**src/rtl/pfx_scan_pkg.sv**
```systemverilog
package pfx_scan_pkg;

  typedef enum logic [1:0] {
    REP_NONE = 2'd0,
    REP_NE   = 2'd1,
    REP_E    = 2'd2
  } repKind_t;

  typedef enum logic [2:0] {
    CL_OPCODE = 3'd0,
    CL_OPSZ   = 3'd1,
    CL_ADSZ   = 3'd2,
    CL_REP    = 3'd3,
    CL_SEG    = 3'd4,
    CL_ESC    = 3'd5
  } byteClass_t;

  typedef struct packed {
    logic clear;
    logic takePrefix;
    logic takeEscape;
    logic takeOpcode;
    logic hold;
  } strobe_t;

  localparam logic [1:0] SEG_DS = 2'd3;

endpackage

```
**src/rtl/pfx_byte_class.sv**
```systemverilog
module pfx_byte_class
  import pfx_scan_pkg::*;
(
  input  logic [7:0]  byteData,
  input  logic        escMode,
  output byteClass_t  cls,
  output logic        needsModrm
);

  function automatic logic primaryModrm(input logic [7:0] b);
    logic r;
    r = 1'b0;
    if (b[7:6] == 2'b00 && !b[2]) r = 1'b1;
    if (b[7:4] == 4'h8) r = 1'b1;
    if (b[7:2] == 6'b110100) r = 1'b1;
    if (b[7:2] == 6'b110001) r = 1'b1;
    case (b)
      8'h62, 8'h63, 8'h69, 8'h6B,
      8'hC0, 8'hC1, 8'hF6, 8'hF7, 8'hFE, 8'hFF: r = 1'b1;
      default: ;
    endcase
    return r;
  endfunction

  function automatic logic secondaryModrm(input logic [7:0] b);
    logic r;
    r = (b[7:4] == 4'h4) || (b[7:4] == 4'h9);
    case (b)
      8'hA3, 8'hA4, 8'hA5, 8'hAB, 8'hAC, 8'hAD, 8'hAF,
      8'hB2, 8'hB4, 8'hB5: r = 1'b1;
      default: ;
    endcase
    return r;
  endfunction

  always_comb begin
    cls = CL_OPCODE;
    if (!escMode) begin
      case (byteData)
        8'h66: cls = CL_OPSZ;
        8'h67: cls = CL_ADSZ;
        8'hF2, 8'hF3: cls = CL_REP;
        8'h26, 8'h2E, 8'h36, 8'h3E: cls = CL_SEG;
        8'h0F: cls = CL_ESC;
        default: cls = CL_OPCODE;
      endcase
    end
  end

  assign needsModrm = escMode ? secondaryModrm(byteData) : primaryModrm(byteData);

endmodule

```
**src/rtl/pfx_scan_ctrl.sv**
```systemverilog
module pfx_scan_ctrl
  import pfx_scan_pkg::*;
(
  input  logic        clk,
  input  logic        rstN,
  input  logic        byteValid,
  input  logic        hdrReady,
  input  byteClass_t  cls,
  input  logic        atLastSlot,
  output logic        byteReady,
  output logic        hdrValid,
  output logic        escMode,
  output logic        errFlag,
  output strobe_t     strb
);

  typedef enum logic [1:0] {ST_SCAN, ST_ESC, ST_HOLD} state_t;

  state_t stateQ, stateD;
  logic   errNow;
  logic   accept;

  assign byteReady = (stateQ != ST_HOLD);
  assign hdrValid  = (stateQ == ST_HOLD);
  assign escMode   = (stateQ == ST_ESC);
  assign accept    = byteValid && byteReady;

  always_comb begin
    strb   = '0;
    stateD = stateQ;
    errNow = 1'b0;
    unique case (stateQ)
      ST_SCAN: if (accept) begin
        if (cls == CL_OPCODE) begin
          strb.takeOpcode = 1'b1;
          stateD = ST_HOLD;
        end else if (atLastSlot) begin
          errNow     = 1'b1;
          strb.clear = 1'b1;
        end else if (cls == CL_ESC) begin
          strb.takeEscape = 1'b1;
          stateD = ST_ESC;
        end else begin
          strb.takePrefix = 1'b1;
        end
      end
      ST_ESC: if (accept) begin
        strb.takeOpcode = 1'b1;
        stateD = ST_HOLD;
      end
      ST_HOLD: begin
        strb.hold = 1'b1;
        if (hdrReady) begin
          strb.clear = 1'b1;
          stateD = ST_SCAN;
        end
      end
      default: stateD = ST_SCAN;
    endcase
  end

  always_ff @(posedge clk) begin
    if (!rstN) begin
      stateQ  <= ST_SCAN;
      errFlag <= 1'b0;
    end else begin
      stateQ  <= stateD;
      errFlag <= errNow;
    end
  end

  assert_no_accept_while_holding_R9: assert property (@(posedge clk) disable iff (!rstN)
    hdrValid |-> !byteReady);

  assert_err_single_pulse_R10: assert property (@(posedge clk) disable iff (!rstN)
    errFlag |=> !errFlag);

  assert_err_without_header_R10: assert property (@(posedge clk) disable iff (!rstN)
    errFlag |-> !hdrValid);

endmodule

```
**src/rtl/pfx_scan_dp.sv**
```systemverilog
module pfx_scan_dp
  import pfx_scan_pkg::*;
#(
  parameter int MaxLen = 15,
  parameter int LenW   = $clog2(MaxLen + 1)
) (
  input  logic            clk,
  input  logic            rstN,
  input  logic [7:0]      byteData,
  input  logic            modeOp32,
  input  logic            modeAddr32,
  input  strobe_t         strb,
  input  byteClass_t      cls,
  input  logic            needsModrm,
  output logic            atLastSlot,
  output logic            hdrOpSize32,
  output logic            hdrAddrSize32,
  output logic [1:0]      hdrRep,
  output logic            hdrSegOverride,
  output logic [1:0]      hdrSegSel,
  output logic            hdrEscape,
  output logic [7:0]      hdrOpcode,
  output logic [LenW-1:0] hdrLen,
  output logic            hdrNeedsModrm
);

  localparam logic [LenW-1:0] LastSlot = LenW'(MaxLen - 1);
  localparam logic [LenW-1:0] LenOne   = LenW'(1);

  logic [LenW-1:0] lenQ;
  logic            opFlipQ, adFlipQ;
  repKind_t        repQ;
  logic            segOvrQ;
  logic [1:0]      segQ;
  logic            escQ;
  logic [7:0]      opcodeQ;
  logic            modrmQ, op32Q, ad32Q;

  assign atLastSlot = (lenQ == LastSlot);

  always_ff @(posedge clk) begin
    if (!rstN || strb.clear) begin
      lenQ    <= '0;
      opFlipQ <= 1'b0;
      adFlipQ <= 1'b0;
      repQ    <= REP_NONE;
      segOvrQ <= 1'b0;
      segQ    <= SEG_DS;
      escQ    <= 1'b0;
      opcodeQ <= '0;
      modrmQ  <= 1'b0;
      op32Q   <= 1'b0;
      ad32Q   <= 1'b0;
    end else begin
      if (strb.takePrefix) begin
        lenQ <= lenQ + LenOne;
        case (cls)
          CL_OPSZ: opFlipQ <= 1'b1;
          CL_ADSZ: adFlipQ <= 1'b1;
          CL_REP:  repQ    <= byteData[0] ? REP_E : REP_NE;
          CL_SEG: begin
            segOvrQ <= 1'b1;
            segQ    <= byteData[4:3];
          end
          default: ;
        endcase
      end
      if (strb.takeEscape) begin
        lenQ <= lenQ + LenOne;
        escQ <= 1'b1;
      end
      if (strb.takeOpcode) begin
        lenQ    <= lenQ + LenOne;
        opcodeQ <= byteData;
        modrmQ  <= needsModrm;
        op32Q   <= modeOp32 ^ opFlipQ;
        ad32Q   <= modeAddr32 ^ adFlipQ;
      end
    end
  end

  assign hdrOpSize32    = op32Q;
  assign hdrAddrSize32  = ad32Q;
  assign hdrRep         = repQ;
  assign hdrSegOverride = segOvrQ;
  assign hdrSegSel      = segQ;
  assign hdrEscape      = escQ;
  assign hdrOpcode      = opcodeQ;
  assign hdrLen         = lenQ;
  assign hdrNeedsModrm  = modrmQ;

  assert_len_in_bound_R10: assert property (@(posedge clk) disable iff (!rstN)
    lenQ <= LenW'(MaxLen));

  assert_rep_code_legal_R4: assert property (@(posedge clk) disable iff (!rstN)
    repQ != 2'b11);

  assert_header_stable_R9: assert property (@(posedge clk) disable iff (!rstN)
    (strb.hold && !strb.clear) |=> ($stable(opcodeQ) && $stable(lenQ) && $stable(segQ)
                                    && $stable(repQ) && $stable(op32Q)));

  assert_default_seg_ds_R5: assert property (@(posedge clk) disable iff (!rstN)
    !segOvrQ |-> segQ == SEG_DS);

endmodule

```
**src/rtl/instr_prefix_scanner.sv**
```systemverilog
module instr_prefix_scanner
  import pfx_scan_pkg::*;
#(
  parameter int MaxLen = 15,
  parameter int LenW   = $clog2(MaxLen + 1)
) (
  input  logic            clk,
  input  logic            rstN,
  input  logic            modeOp32,
  input  logic            modeAddr32,
  input  logic            byteValid,
  input  logic [7:0]      byteData,
  output logic            byteReady,
  output logic            hdrValid,
  input  logic            hdrReady,
  output logic            hdrOpSize32,
  output logic            hdrAddrSize32,
  output logic [1:0]      hdrRep,
  output logic            hdrSegOverride,
  output logic [1:0]      hdrSegSel,
  output logic            hdrEscape,
  output logic [7:0]      hdrOpcode,
  output logic [LenW-1:0] hdrLen,
  output logic            hdrNeedsModrm,
  output logic            errFlag
);

  byteClass_t cls;
  logic       needsModrm;
  logic       escMode;
  logic       atLastSlot;
  strobe_t    strb;

  pfx_byte_class class_i (
    .byteData   (byteData),
    .escMode    (escMode),
    .cls        (cls),
    .needsModrm (needsModrm)
  );

  pfx_scan_ctrl ctrl_i (
    .clk        (clk),
    .rstN       (rstN),
    .byteValid  (byteValid),
    .hdrReady   (hdrReady),
    .cls        (cls),
    .atLastSlot (atLastSlot),
    .byteReady  (byteReady),
    .hdrValid   (hdrValid),
    .escMode    (escMode),
    .errFlag    (errFlag),
    .strb       (strb)
  );

  pfx_scan_dp #(.MaxLen(MaxLen), .LenW(LenW)) dp_i (
    .clk            (clk),
    .rstN           (rstN),
    .byteData       (byteData),
    .modeOp32       (modeOp32),
    .modeAddr32     (modeAddr32),
    .strb           (strb),
    .cls            (cls),
    .needsModrm     (needsModrm),
    .atLastSlot     (atLastSlot),
    .hdrOpSize32    (hdrOpSize32),
    .hdrAddrSize32  (hdrAddrSize32),
    .hdrRep         (hdrRep),
    .hdrSegOverride (hdrSegOverride),
    .hdrSegSel      (hdrSegSel),
    .hdrEscape      (hdrEscape),
    .hdrOpcode      (hdrOpcode),
    .hdrLen         (hdrLen),
    .hdrNeedsModrm  (hdrNeedsModrm)
  );

endmodule

```
**config.mk**
```make
export PLATFORM = sky130hd
export DESIGN_NAME = instr_prefix_scanner
export DESIGN_NICKNAME = d
export VERILOG_FILES = /design/src/rtl/pfx_scan_pkg.sv /design/src/rtl/pfx_byte_class.sv /design/src/rtl/pfx_scan_ctrl.sv /design/src/rtl/pfx_scan_dp.sv /design/src/rtl/instr_prefix_scanner.sv
export SDC_FILE = /design/constraint.sdc
export NUM_CORES = 1
export LEC_CHECK = 0
export ABC_CLOCK_PERIOD_IN_PS = 2090
export BUFFER_PORTS_ARGS = -buffer_cell sky130_fd_sc_hd__buf_2
export CAP_MARGIN = 5
export CORE_MARGIN = 2
export CORE_UTILIZATION = 35
export DETAILED_ROUTE_END_ITERATION = 8
export PLACE_DENSITY = 0.71
export SYNTH_ARGS = -nofsm -noshare
export SYNTH_HDL_FRONTEND = slang
export SYNTH_SLANG_ARGS = --single-unit
```
**constraint.sdc**
```tcl
create_clock -name clk -period 2.09 [get_ports clk]
set_clock_uncertainty 0.2 [all_clocks]
set_input_delay 0.3135 -clock clk [delete_from_list [all_inputs] [get_ports clk]]
set_output_delay 0.3135 -clock clk [all_outputs]
set_load 0.01 [all_outputs]
```
==> results.md <==
* Slew Limit Fails at 0
* Leak at 0.8480 nW
* Overflow after GRT at 0
* Hold Path Class: in2reg
* Top post-synthesis cells by area: dfxtp_1 36%, a21oi_1 7.0%, nand3_1 5.2%
* Crit path cell chain: buf_2 > or3b_4 > nor3_4 > buf_4 > or3_1 > a41o_2 > buf_4 > a211oi_1
* WHS Endpoint: ctrl_i.stateQ[0]$_SDFFE_PN0P_
* Ys Warns at 0
* Drt drc at 0
* Worst-Margin Slew at 0.7145 ns
* P&R area growth vs syn at 29.41%
* Maximum root-to-sink buffer count at 2
* Worst-path clk slew at 0.09 ns
* Final Power at 1.061 mW
* FF-to-FF setup slack at 0.19 ns
* Share of the synthesized area in the top cell type at 0.3630
* Prevailing post-synth register cell: dfxtp_1
* XOR/XNOR share of the synthesized area at 0.01222
* Skew-Pair Late Insertion Delay at 0.27 ns
* FF-to-FF Start: dp_i.hdrLen[0]$_SDFFE_PP0P_
* Post-synth EDFFs at 0
* Syn nets at 194
* Die Wd at 68.01 um
* Setup TNS at 0 ns
* Unrepaired setup endpoints after global routing: no
* CP top delay family: simple AND/OR/NAND/NOR gates
* Cell Pwr Density at 572.0 mW/mm^2
* Sequential-to-total area share from yosys stat at 0.3630
* WP buf/inv at 3
* Vias in the first global route at 1302
* Pre-CTS WS at -0.2956 ns
* Largest net degree at the start of global routing at 18
* Die footprint at 0.004625 mm^2
* PortBufs at 37
* CP peak stage delay at 0.39 ns
* Worst setup margin at 0.1375 ns
* RD Place Congestion at 0.8792
* Antenna Cells at 0
* Synthesized area at 0.001434 mm^2
* Hold depth at 2
* Tcrit/Tclk final at 0.9342
* Crit. End Element: flip-flop
* Initial antenna violation count at 0
* Most common cell in the netlist: dfxtp_1
* CTS buffer count at 3
* Crit-path most repeated cell: buf_4
* Critical-path maximum fanout at 9
* Fin crit period at 1.953 ns
* CTS sink count at 26
* Core Box Area at 0.003971 mm^2
* CP Data Required Time at 2.07 ns
* Largest family of logic cells by synthesized area: simple AND/OR/NAND/NOR gates
* Crit path kind: in2reg
* FFs w/ async S/R, synth at 0
* Setup bufs post-CTS at 0
* Synth Area in Simple Gates at 0.2888
* FMAX at 0.5122 GHz
* Yosys top cell by area: dfxtp_1
* Mapped Cells at 178
* Post-layout util at 0.4672
* Post-synthesis compound-gate area fraction at 0.2277
* Vias/cell at 5.262
* Hpwl dp at 2815 um
* CTS tree: built
* Average routed wire per standard cell at 13.05 um
* Critical-path top delay cell: or3_1
* Run status: finished clean
* Crit path DAT at 1.94 ns
* R2R cell count at 8
* Total track usage at 0.1660
* # rows at 23
* Total number of vias at 1468
* CTS H-tree depth at 1
* Ports at 38
* Multi-input gate area at 813.3 um^2
* Post-synthesis mux area share at 0.01396
* Initial Utilization at 0.3611
* Final setup fails at 0
* Final Hold Fails at 0
* Global-route wire length before repair at 5885 um
* Initial drt markers at 124
* FF-to-FF End: dp_i.hdrRep[0]$_SDFFE_PP0P_
* Hold Startpoint: byteValid
* Drt total wl at 3641 um
* Commonest cells post-synth: 26 x dfxtp_1, 20 x a21oi_1, 15 x nand3_1
* Synthesized area per cell at 8.055 um^2
* Slew Limit Headroom at 0.5208
* Worst IR Drop VDD at 0.4514 mV
* Yosys reg bits at 26
* Root buf cell: clkbuf_8
* Share of layout cells above drive strength 1 at 0.3188
* Count of different cell masters after synthesis at 46
* Overall die height at 68.01 um
* CTS Hold Buffers Added at 0
* Reg area at 520.5 um^2
* CP Launch Type: input pin
* Post-synthesis adder-cell area fraction at 0.01745
* DR pass1 iterations at 4
* PostCTS Resize Cnt at 1
* Nets at 246
* Routed Antenna Nets at 0
* Fillers at 412
* Max-cap viol count at 0
worst reg2reg max path: stages, from the launching register on:
cell	delay (ns)
dfxtp_1	0.41
inv_1	0.08
ha_1	0.19
and3_1	0.24
nor3_2	0.20
buf_4	0.19
nand2_1	0.08
mux2i_1	0.16
nor2_1	0.06
power breakdown:
part	leakage (nW)	internal, mW	switching, mW
clock network	0.0288	0.168	0.157
registers	0.212	0.515	0.0153
logic	0.607	0.0920	0.114
total	0.848	0.776	0.286
registers in the layout, indices dropped and copies added (netlist names):
signal               cells
dp_i.hdrEscape           1
dp_i.hdrAddrSize32       1
dp_i.hdrRep              2
dp_i.hdrNeedsModrm       1
dp_i.hdrOpSize32         1
ctrl_i.stateQ            2
dp_i.hdrOpcode           8
dp_i.adFlipQ             1
ctrl_i.errFlag           1
dp_i.opFlipQ             1
dp_i.hdrLen              4
dp_i.hdrSegOverride      1
dp_i.hdrSegSel           2
stage by stage:
| stage | area (um^2) | hold WS (ns) | std cells |
|---|---|---|---|
| 6_report | 1856 | 0.06021 | 279 |
| 5_1_grt | 1856 | 0.06801 | 279 |
| 4_1_cts | 1851 | 0.04863 | 279 |
| 3_5_place_dp | 1790 | 0.2493 | 275 |
| 3_3_place_gp | 1790 | 0.2463 | 275 |
| 2_1_floorplan | 1434 | 0.2174 | 178 |
how the worst max path moves through the flow:
| stage | endpoint | start | slack [ns] | depth (start not counted) |
|---|---|---|---|---|
| after floorplan | dp_i.opFlipQ$_SDFFE_PP0P_ | dp_i.hdrLen[0]$_SDFFE_PP0P_ | 0.04 | 7 |
| after global placement | dp_i.hdrNeedsModrm$_SDFFE_PP0P_ | byteData[2] | -0.18 | 6 |
| after detailed placement | dp_i.hdrAddrSize32$_SDFFE_PP0P_ | byteData[2] | -0.30 | 6 |
| after CTS | dp_i.hdrRep[0]$_SDFFE_PP0P_ | dp_i.hdrLen[0]$_SDFFE_PP0P_ | 0.07 | 8 |
| after global routing | dp_i.hdrRep[0]$_SDFFE_PP0P_ | dp_i.hdrLen[0]$_SDFFE_PP0P_ | 0.05 | 8 |
| final | dp_i.hdrAddrSize32$_SDFFE_PP0P_ | byteData[2] | 0.14 | 8 |
area by class of cell:
class	instances	share of cell area
Tap cell	50	0.03372
Inverter	7	0.01416
Sequential cell	26	0.2805
Timing Repair Buffer	61	0.2036
Multi-Input combinational cell	131	0.4383
Clock buffer	4	0.02967
layout by cell type (no fill, tap or decap), types with 2 or more instances in the layout:
cell type  Yosys  layout
inv_1          7       7
and3_1         3       3
ha_1           2       2
nor3_2         1       2
nor3_1         4       3
a21oi_1       20      20
nand2_1       14      14
nand2b_1       4       4
buf_4          3      23
nor2_1        14      14
a211oi_1       4       4
nand3b_1       3       3
nand3_1       15      15
xnor2_1        2       2
a31oi_1        2       2
nor2b_1        3       3
clkbuf_8       0       4
or3_1          2       2
nand4b_1       2       2
buf_2          4      37
dfxtp_1       26      26
o21ai_0       11      11
mux2i_1        2       2
logic make-up after synthesis:
group / after synthesis
multiplexers: 2
adder cells (fa/ha/maj): 2
flip-flops: 26
buffers and inverters: 21
AO/OA/AOI/OAI: 52
XOR/XNOR: 2
AND/OR/NAND/NOR: 73
layer usage:
| layer | vias to the layer above | routed length (um) | track usage | share of wire |
|---|---|---|---|---|
| li1 | 748 | - | - | - |
| met2 | 51 | 1697 | 0.2791 | 0.47 |
| met1 | 665 | 1691 | 0.2177 | 0.46 |
| met5 | - | 0 | 0 | 0 |
| met3 | 4 | 232 | 0.03618 | 0.064 |
| met4 | 0 | 21 | 0.03500 | 0.0058 |
Note: power is estimated with default switching activity, not from simulation.
